$ cat src/rtl/fwd_pkg.sv
package fwd_pkg;
  typedef enum logic [1:0] {
    CD_IDLE = 2'd0,
    CD_RUN  = 2'd1,
    CD_EXP  = 2'd2
  } cd_state_e;
endpackage

$ cat src/rtl/fwd_sec_timer.sv
module fwd_sec_timer
  import fwd_pkg::*;
#(
  parameter int TPS   = 1000,
  parameter int SEC_W = 8
) (
  input  logic             clk_i,
  input  logic             rst_ni,
  input  logic             en_i,
  input  logic             kick_i,
  input  logic             tick_i,
  input  logic [SEC_W-1:0] secs_i,
  output logic             fire_o
);
  localparam int MS_W = $clog2(TPS);
  localparam logic [MS_W-1:0] MS_LAST = MS_W'(TPS - 1);
  localparam logic [SEC_W-1:0] SEC_ONE = SEC_W'(1);

  cd_state_e        state_q, state_d;
  logic [MS_W-1:0]  ms_q, ms_d;
  logic [SEC_W-1:0] sec_q, sec_d, load;
  logic             terminal;

  // zero seconds is treated as one
  assign load     = (secs_i == '0) ? SEC_ONE : secs_i;
  assign terminal = tick_i && (ms_q == MS_LAST) && (sec_q == SEC_ONE);
  assign fire_o   = en_i && !kick_i && (state_q == CD_RUN) && terminal;

  always_comb begin
    state_d = state_q;
    ms_d    = ms_q;
    sec_d   = sec_q;
    if (!en_i) begin
      state_d = CD_IDLE;
      ms_d    = '0;
      sec_d   = '0;
    end else if (kick_i || state_q == CD_IDLE) begin
      state_d = CD_RUN;
      ms_d    = '0;
      sec_d   = load;
    end else if (state_q == CD_RUN && tick_i) begin
      if (ms_q == MS_LAST) begin
        ms_d = '0;
        if (sec_q == SEC_ONE) state_d = CD_EXP;
        else                  sec_d   = sec_q - SEC_ONE;
      end else begin
        ms_d = ms_q + 1'b1;
      end
    end
  end

  always_ff @(posedge clk_i or negedge rst_ni) begin
    if (!rst_ni) begin
      state_q <= CD_IDLE;
      ms_q    <= '0;
      sec_q   <= '0;
    end else begin
      state_q <= state_d;
      ms_q    <= ms_d;
      sec_q   <= sec_d;
    end
  end

  p_run_nonzero_r5: assert property (@(posedge clk_i) disable iff (!rst_ni)
    state_q == CD_RUN |-> sec_q != '0);
  p_kick_reload_r7: assert property (@(posedge clk_i) disable iff (!rst_ni)
    (en_i && kick_i) |=> (state_q == CD_RUN && ms_q == '0));
  p_halt_after_r10: assert property (@(posedge clk_i) disable iff (!rst_ni)
    (state_q == CD_EXP && en_i && !kick_i) |=> state_q == CD_EXP);
  p_ms_range_r3: assert property (@(posedge clk_i) disable iff (!rst_ni)
    ms_q <= MS_LAST);
endmodule

$ cat src/rtl/fwd_rst_pulse.sv
module fwd_rst_pulse #(
  parameter int PULSE = 288
) (
  input  logic clk_i,
  input  logic rst_ni,
  input  logic fire_i,
  input  logic tick_i,
  output logic low_o
);
  localparam int CNT_W = $clog2(PULSE + 1);
  localparam logic [CNT_W-1:0] CNT_FULL = CNT_W'(PULSE);
  localparam logic [CNT_W-1:0] CNT_ONE  = CNT_W'(1);

  logic             active_q;
  logic [CNT_W-1:0] cnt_q;

  always_ff @(posedge clk_i or negedge rst_ni) begin
    if (!rst_ni) begin
      active_q <= 1'b0;
      cnt_q    <= '0;
    end else if (fire_i) begin
      active_q <= 1'b1;
      cnt_q    <= CNT_FULL;
    end else if (active_q && tick_i) begin
      if (cnt_q == CNT_ONE) begin
        active_q <= 1'b0;
        cnt_q    <= '0;
      end else begin
        cnt_q <= cnt_q - CNT_ONE;
      end
    end
  end

  assign low_o = active_q;

  p_cnt_range_r4: assert property (@(posedge clk_i) disable iff (!rst_ni)
    active_q |-> (cnt_q != '0 && cnt_q <= CNT_FULL));
  p_release_r4: assert property (@(posedge clk_i) disable iff (!rst_ni)
    $fell(active_q) |-> ($past(cnt_q) == CNT_ONE && $past(tick_i)));
endmodule

$ cat src/rtl/fwd_override.sv
module fwd_override #(
  parameter int CODE_W = 7
) (
  input  logic              clk_i,
  input  logic              rst_ni,
  input  logic              fire_i,
  input  logic              en_i,
  input  logic              freq_wr_i,
  input  logic              status_clr_i,
  input  logic [CODE_W-1:0] safe_code_i,
  output logic              status_o,
  output logic              ovr_sel_o,
  output logic [CODE_W-1:0] ovr_code_o
);
  always_ff @(posedge clk_i or negedge rst_ni) begin
    if (!rst_ni) begin
      status_o <= 1'b0;
    end else if (fire_i) begin
      status_o <= 1'b1;
    end else if (!en_i || status_clr_i) begin
      status_o <= 1'b0;
    end
  end

  always_ff @(posedge clk_i or negedge rst_ni) begin
    if (!rst_ni) begin
      ovr_sel_o  <= 1'b0;
      ovr_code_o <= '0;
    end else if (fire_i) begin
      ovr_sel_o  <= 1'b1;
      ovr_code_o <= safe_code_i;
    end else if (!en_i || freq_wr_i) begin
      ovr_sel_o  <= 1'b0;
      ovr_code_o <= '0;
    end
  end

  p_code_capture_r2: assert property (@(posedge clk_i) disable iff (!rst_ni)
    $rose(ovr_sel_o) |-> ovr_code_o == $past(safe_code_i));
  p_disable_clear_r6: assert property (@(posedge clk_i) disable iff (!rst_ni)
    !en_i |=> (!status_o && !ovr_sel_o));
  p_sticky_r8: assert property (@(posedge clk_i) disable iff (!rst_ni)
    (status_o && en_i && !status_clr_i) |=> status_o);
endmodule

$ cat src/rtl/freq_wdog.sv
module freq_wdog #(
  parameter int TICKS_PER_SEC = 1000,
  parameter int PULSE_TICKS   = 288,
  parameter int SEC_W         = 8,
  parameter int CODE_W        = 7
) (
  input  logic              clk_i,
  input  logic              rst_ni,
  input  logic              tick_i,
  input  logic              en_i,
  input  logic [SEC_W-1:0]  secs_i,
  input  logic [CODE_W-1:0] safe_code_i,
  input  logic              reg_wr_i,
  input  logic              freq_wr_i,
  input  logic              status_clr_i,
  output logic              rst_od_no,
  output logic              status_o,
  output logic              ovr_sel_o,
  output logic [CODE_W-1:0] ovr_code_o
);
  logic fire;
  logic pulse_low;

  fwd_sec_timer #(.TPS(TICKS_PER_SEC), .SEC_W(SEC_W)) u_timer (
    .clk_i  (clk_i),
    .rst_ni (rst_ni),
    .en_i   (en_i),
    .kick_i (reg_wr_i),
    .tick_i (tick_i),
    .secs_i (secs_i),
    .fire_o (fire)
  );

  fwd_rst_pulse #(.PULSE(PULSE_TICKS)) u_pulse (
    .clk_i  (clk_i),
    .rst_ni (rst_ni),
    .fire_i (fire),
    .tick_i (tick_i),
    .low_o  (pulse_low)
  );

  fwd_override #(.CODE_W(CODE_W)) u_ovr (
    .clk_i        (clk_i),
    .rst_ni       (rst_ni),
    .fire_i       (fire),
    .en_i         (en_i),
    .freq_wr_i    (freq_wr_i),
    .status_clr_i (status_clr_i),
    .safe_code_i  (safe_code_i),
    .status_o     (status_o),
    .ovr_sel_o    (ovr_sel_o),
    .ovr_code_o   (ovr_code_o)
  );

  // open drain: 0 pulls the line, 1 releases it
  assign rst_od_no = ~pulse_low;

  p_fire_all_r3: assert property (@(posedge clk_i) disable iff (!rst_ni)
    $rose(status_o) |-> (ovr_sel_o && !rst_od_no));
endmodule

$ cat config.mk
export PLATFORM = sky130hd
export DESIGN_NAME = freq_wdog
export DESIGN_NICKNAME = d
export VERILOG_FILES = /design/src/rtl/fwd_pkg.sv /design/src/rtl/fwd_sec_timer.sv /design/src/rtl/fwd_rst_pulse.sv /design/src/rtl/fwd_override.sv /design/src/rtl/freq_wdog.sv
export SDC_FILE = /design/constraint.sdc
export NUM_CORES = 1
export LEC_CHECK = 0
export ABC_AREA = 0
export CORE_ASPECT_RATIO = 0.75
export CORE_MARGIN = 5
export CORE_UTILIZATION = 68
export DETAILED_ROUTE_END_ITERATION = 10
export DONT_BUFFER_PORTS = 1
export PLACE_DENSITY = 0.8
export SYNTH_ARGS = -nofsm -noshare
export SYNTH_HDL_FRONTEND = slang
export SYNTH_SLANG_ARGS = --single-unit
$ cat constraint.sdc
create_clock -name clk_i -period 3.57 [get_ports clk_i]
set_input_delay 1.071 -clock clk_i [delete_from_list [all_inputs] [get_ports clk_i]]
set_output_delay 1.071 -clock clk_i [all_outputs]
set_load 0.02 [all_outputs]
# == Word-level counts from Yosys, hierarchy flattened ==
# Cells that the tools add are included.
# word_totals
regBits,39
input_bits,22
out_inout_bits,10
elab_cells,68
# op_classes
addsub,3
eq_ne,8
n_mux,27
bitwise_logic,1
reduce_logical,21
# ops
op,n
$mux W8,6
$mux W10,4
$mux W9,3
$mux W7,2
$add A10 B1 Y10 const B,1
$eq A10 B10 Y1 const B,1
$mux W2,5
$eq A9 B1 Y1 const B,1
$ne A3 B1 Y1 const B,3
$sub A9 B1 Y9 const B,1
$eq A8 B1 Y1 const B,1
$logic_not A8 Y1,1
$reduce_bool A2 Y1,4
$sub A8 B1 Y8 const B,1
$logic_and A1 B1 Y1,7
$mux W1,7
$reduce_and A3 Y1,2
$logic_or A1 B1 Y1,3
$ne A3 B2 Y1 const B,1
$eq A2 B1 Y1 const B,1
$logic_not A1 Y1,2
$logic_not A2 Y1,1
$reduce_and A2 Y1,1
$not A1 Y1,1

# == Longest topological paths before layout ==
# depth
ltp_word,6
depth_mapped,6
mapped_depth_nobuf,6

# == By module ==
# From an unflattened synthesis, not the netlist that was laid out.
# unflattened
hier_cells,234
area_unflattened_um2,2239.6
# modules_own_cells
mod,n_inst,cells_per_inst,area_each_um2,seq_area_each_um2
fwd_sec_timer,1,142,1263.7,500.5
fwd_rst_pulse,1,55,568.0,250.2
fwd_override,1,36,404.1,225.2
freq_wdog,1,1,3.8,0.0

# == Worst setup path after synthesis ==
# Ideal clock, no wire load.
# synth_timing
path_type,input to register
start,in tick_i
end,reg u_timer.sec_q[3]
setup_time_ps,67
arrival_time_ps,2203
required_ps,3503
slack_ps,1300
path_stages,5
path_buffers,1
cell_sequence,nand3b_1 or4_4 buf_6 o21ai_4 o221a_1
# synth_between
elab_chain_len,3
# synth_rtl
item,line,rtl
from (decl),freq_wdog.sv:9,"input logic tick_i,"
$logic_and A1 B1 Y1,fwd_sec_timer.sv:41,end else if (state_q == CD_RUN && tick_i) begin
$ne A3 B1 Y1 (no line),n/a,
$reduce_and A3 Y1 (no line),n/a,
to (signal assigned),fwd_sec_timer.sv:56,sec_q <= '0;
to (signal assigned),fwd_sec_timer.sv:60,sec_q <= sec_d;
to (decl),fwd_sec_timer.sv:21,"logic [SEC_W-1:0] sec_q, sec_d, load;"
# Every way passes these cells.
# A chain may end at the register's enable or synchronous reset.

# == Worst setup path after layout ==
# layout_timing
start,in en_i
end,reg u_timer.sec_q[3]
# layout_between
elab_chain_len,2
word_cells_on_any_way,5
cone_classes,eq/ne (3); mux (1); reduce/logical (1)
# layout_rtl
item,line,rtl
from (decl),freq_wdog.sv:10,"input logic en_i,"
$ne A3 B1 Y1 (no line) or $ne A3 B2 Y1 (tied branches),n/a,
$reduce_and A3 Y1 (no line),n/a,
# Parallel ways exist; a longest one is shown, timed or not.

==> run metrics <==
number of routed nets with antenna violations=0; Cells after DPL=277; WL/cell=17.8 µm; DRC viols=0; fraction of registers with async set or reset after synthesis=1.00; dpl hpwl=3690 µm; CP arrival=2280 ps; power density over the cells=378 nW/µm²; Final Non-Filler Cells=285; CTS Buf Count=5; Final nets=271; count leader, synth=dfrtp_1; Fin. Hold Viols=0; CP endpoint kind=flop; layout cell share with drive strength beyond 1=0.114; max_slew headroom=0.639; largest cells by area after synthesis=dfrtp_1, nand2_1, a21oi_1; final setup fails=0; max-cap viol count=0; crit path launch type=input port; net switching power=0.212 mW; critical path data required time=3750 ps; First DRT Iteration DRCs=232; area growth from synthesis to layout=6.45%; total global routing overflow=0; fill count=231; die area=4640 µm²; maximum vdd ir drop=0.286 mV; Mapped Cells=240; DR pass1 iterations=5; DRT Wirelength=5090 µm; Crit Path Max Fanout=9; vias in the first global route=1931; Net Sw Frac=0.230; Root Driver=clkbuf_8; register area share after synthesis=0.426; Comb power frac=0.082; Commonest cells post-synth=dfrtp_1, nand2_1, inv_1, a21oi_1, nor2_1; Setup Skew=6.34 ps; post-cts sizing count=0; Most used DFF post-synth=dfrtp_1; Syn. warnings=0; Mean Syn Cell Area=9.54 µm²; Final Core Density=0.746; worst-skew pair later-pin latency=290 ps; vias per inst=6.80; postcts setup bufs=0; crit path kind=in2reg; RSZ-0062 raised after global routing=no; part of the power in the clock network=0.412; RD Place Congestion=0.893; io pins=32; Mapped Nets=267; largest net degree at the start of global routing=40; Cell variety after synth=60; Leak Pwr=1.13 nW; synthesized cell area=2290 µm²; Worst-path clk slew=80 ps; status=finished clean; final worst setup slack=1460 ps; clock buffer depth=2; Pins Over Slew Limit=0; global-route wire length before repair=8830 µm; power share of the sequential group=0.506; routed via count=1939; Total GRT Usage=0.235; cell-internal power=0.710 mW; CTS Hold Bufs=0; Die Width=77.0 µm; starting density of the core=0.701; dpl ws=1160 ps; # H-tree levels=2; Synth Register Bits=39; Synth top area share=0.426; Cell Rows=18; type of the tightest min-delay check=in2async; Port-buffer cells=0; Least-Margin Pin Slew=538 ps; CTS Sinks=39; Antenna Cells=0; crit path time final=2110 ps; CTS tree=yes; setup TNS=0 ps; die height=60.3 µm; core area=3270 µm²; EDFF count, synth=0; Final period util=0.591; initial antenna violation count=0; Synth area leader=dfrtp_1; f_max=0.474 GHz
-- area by class of cell --
class,count,area (µm²),share of cell area
well taps,40,50.0,0.0205
flip-flops and latches,39,976,0.400
repair buffers,1,7.51,0.00308
clock inverters,2,35.0,0.0144
inverters,18,67.6,0.0277
multi-input cells,179,1220,0.500
clock buffers,6,82.6,0.0339
-- path summary, 6_finish.rpt --
check	startpoint	end	slack, ps	cells past startpoint
max	en_i	u_timer.sec_q[3]	1460	4
min	rst_ni	u_timer.ms_q[9]	470	0
max reg2reg	u_timer.sec_q[2]	u_ovr.ovr_code_o[0]	1610	4
min reg2reg	u_pulse.cnt_q[1]	u_pulse.cnt_q[1]	550	2
max in group asynchronous	rst_ni	u_ovr.ovr_code_o[4]	3020	0
min in group clk_i	u_pulse.cnt_q[1]	u_pulse.cnt_q[1]	550	2
-- state kept, by name, summed over array words and instances, names as in the netlist --
| signal | flops |
|---|---|
| u_ovr.ovr_code_o | 7 |
| u_timer.ms_q | 10 |
| u_pulse.low_o | 1 |
| u_pulse.cnt_q | 9 |
| u_ovr.status_o | 1 |
| u_ovr.ovr_sel_o | 1 |
| u_timer.state_q | 2 |
| u_timer.sec_q | 8 |
-- metal layers --
metal,up-vias,GRT usage,part of all wire
li1,890,-,-
met1,946,0.310,0.42
met2,93,0.392,0.48
met3,10,0.0617,0.080
met4,0,0.0637,0.015
met5,-,0,0
-- power groups by stage --
stage / registers [mW] / clock network [mW] / logic, mW
2_1_floorplan: 0.470 / 0 / 0.0603
3_3_place_gp: 0.473 / 0 / 0.0694
3_5_place_dp: 0.474 / 0 / 0.0737
4_1_cts: 0.465 / 0.387 / 0.0741
5_1_grt: 0.468 / 0.408 / 0.0841
6_report: 0.466 / 0.380 / 0.0756
-- metrics by stage --
step | hold WS (ps) | instance area (µm²) | total power [mW]
after floorplan | 500 | 2290 | 0.531
after global placement | 518 | 2320 | 0.543
after detailed placement | 532 | 2320 | 0.548
after CTS | 460 | 2440 | 0.926
final | 465 | 2440 | 0.922
after global routing | 447 | 2440 | 0.959
-- cell families (layout without fill, tap and decap cells) --
logic type | Yosys count | count (layout) | synth area share
buffers and inverters | 22 | 27 | 0.0415
AOI/OAI and AO/OA | 57 | 57 | 0.175
DFF | 39 | 39 | 0.426
muxes | 9 | 9 | 0.0399
adders and majority gates | 5 | 5 | 0.0273
and+or+nand+nor | 108 | 108 | 0.290
-- layout by cell type, fill, tap and decap left out, types with 2 or more instances in the layout --
| cell type | instances |
|---|---|
| nand3b_1 | 8 |
| dfrtp_1 | 39 |
| o2bb2ai_1 | 2 |
| a31oi_1 | 2 |
| o211ai_1 | 4 |
| and2_1 | 4 |
| nand3_1 | 11 |
| nand2_1 | 26 |
| nor2_1 | 15 |
| nor2b_1 | 3 |
| or4_1 | 5 |
| nor3b_1 | 2 |
| nand4b_1 | 2 |
| nand2b_1 | 5 |
| a21oi_1 | 17 |
| nor4_1 | 4 |
| inv_1 | 18 |
| o31ai_1 | 6 |
| clkbuf_8 | 6 |
| nor3_1 | 5 |
| ha_1 | 5 |
| a211o_1 | 2 |
| mux2i_1 | 8 |
| o211a_1 | 2 |
| o21ai_0 | 7 |
| o22a_2 | 3 |
-- critical path, stage by stage --
cell and delay (ps):
or2b_2 340, nor2_1 410, o21ai_4 170, o221a_1 290
(Power assumes the default switching activity.)
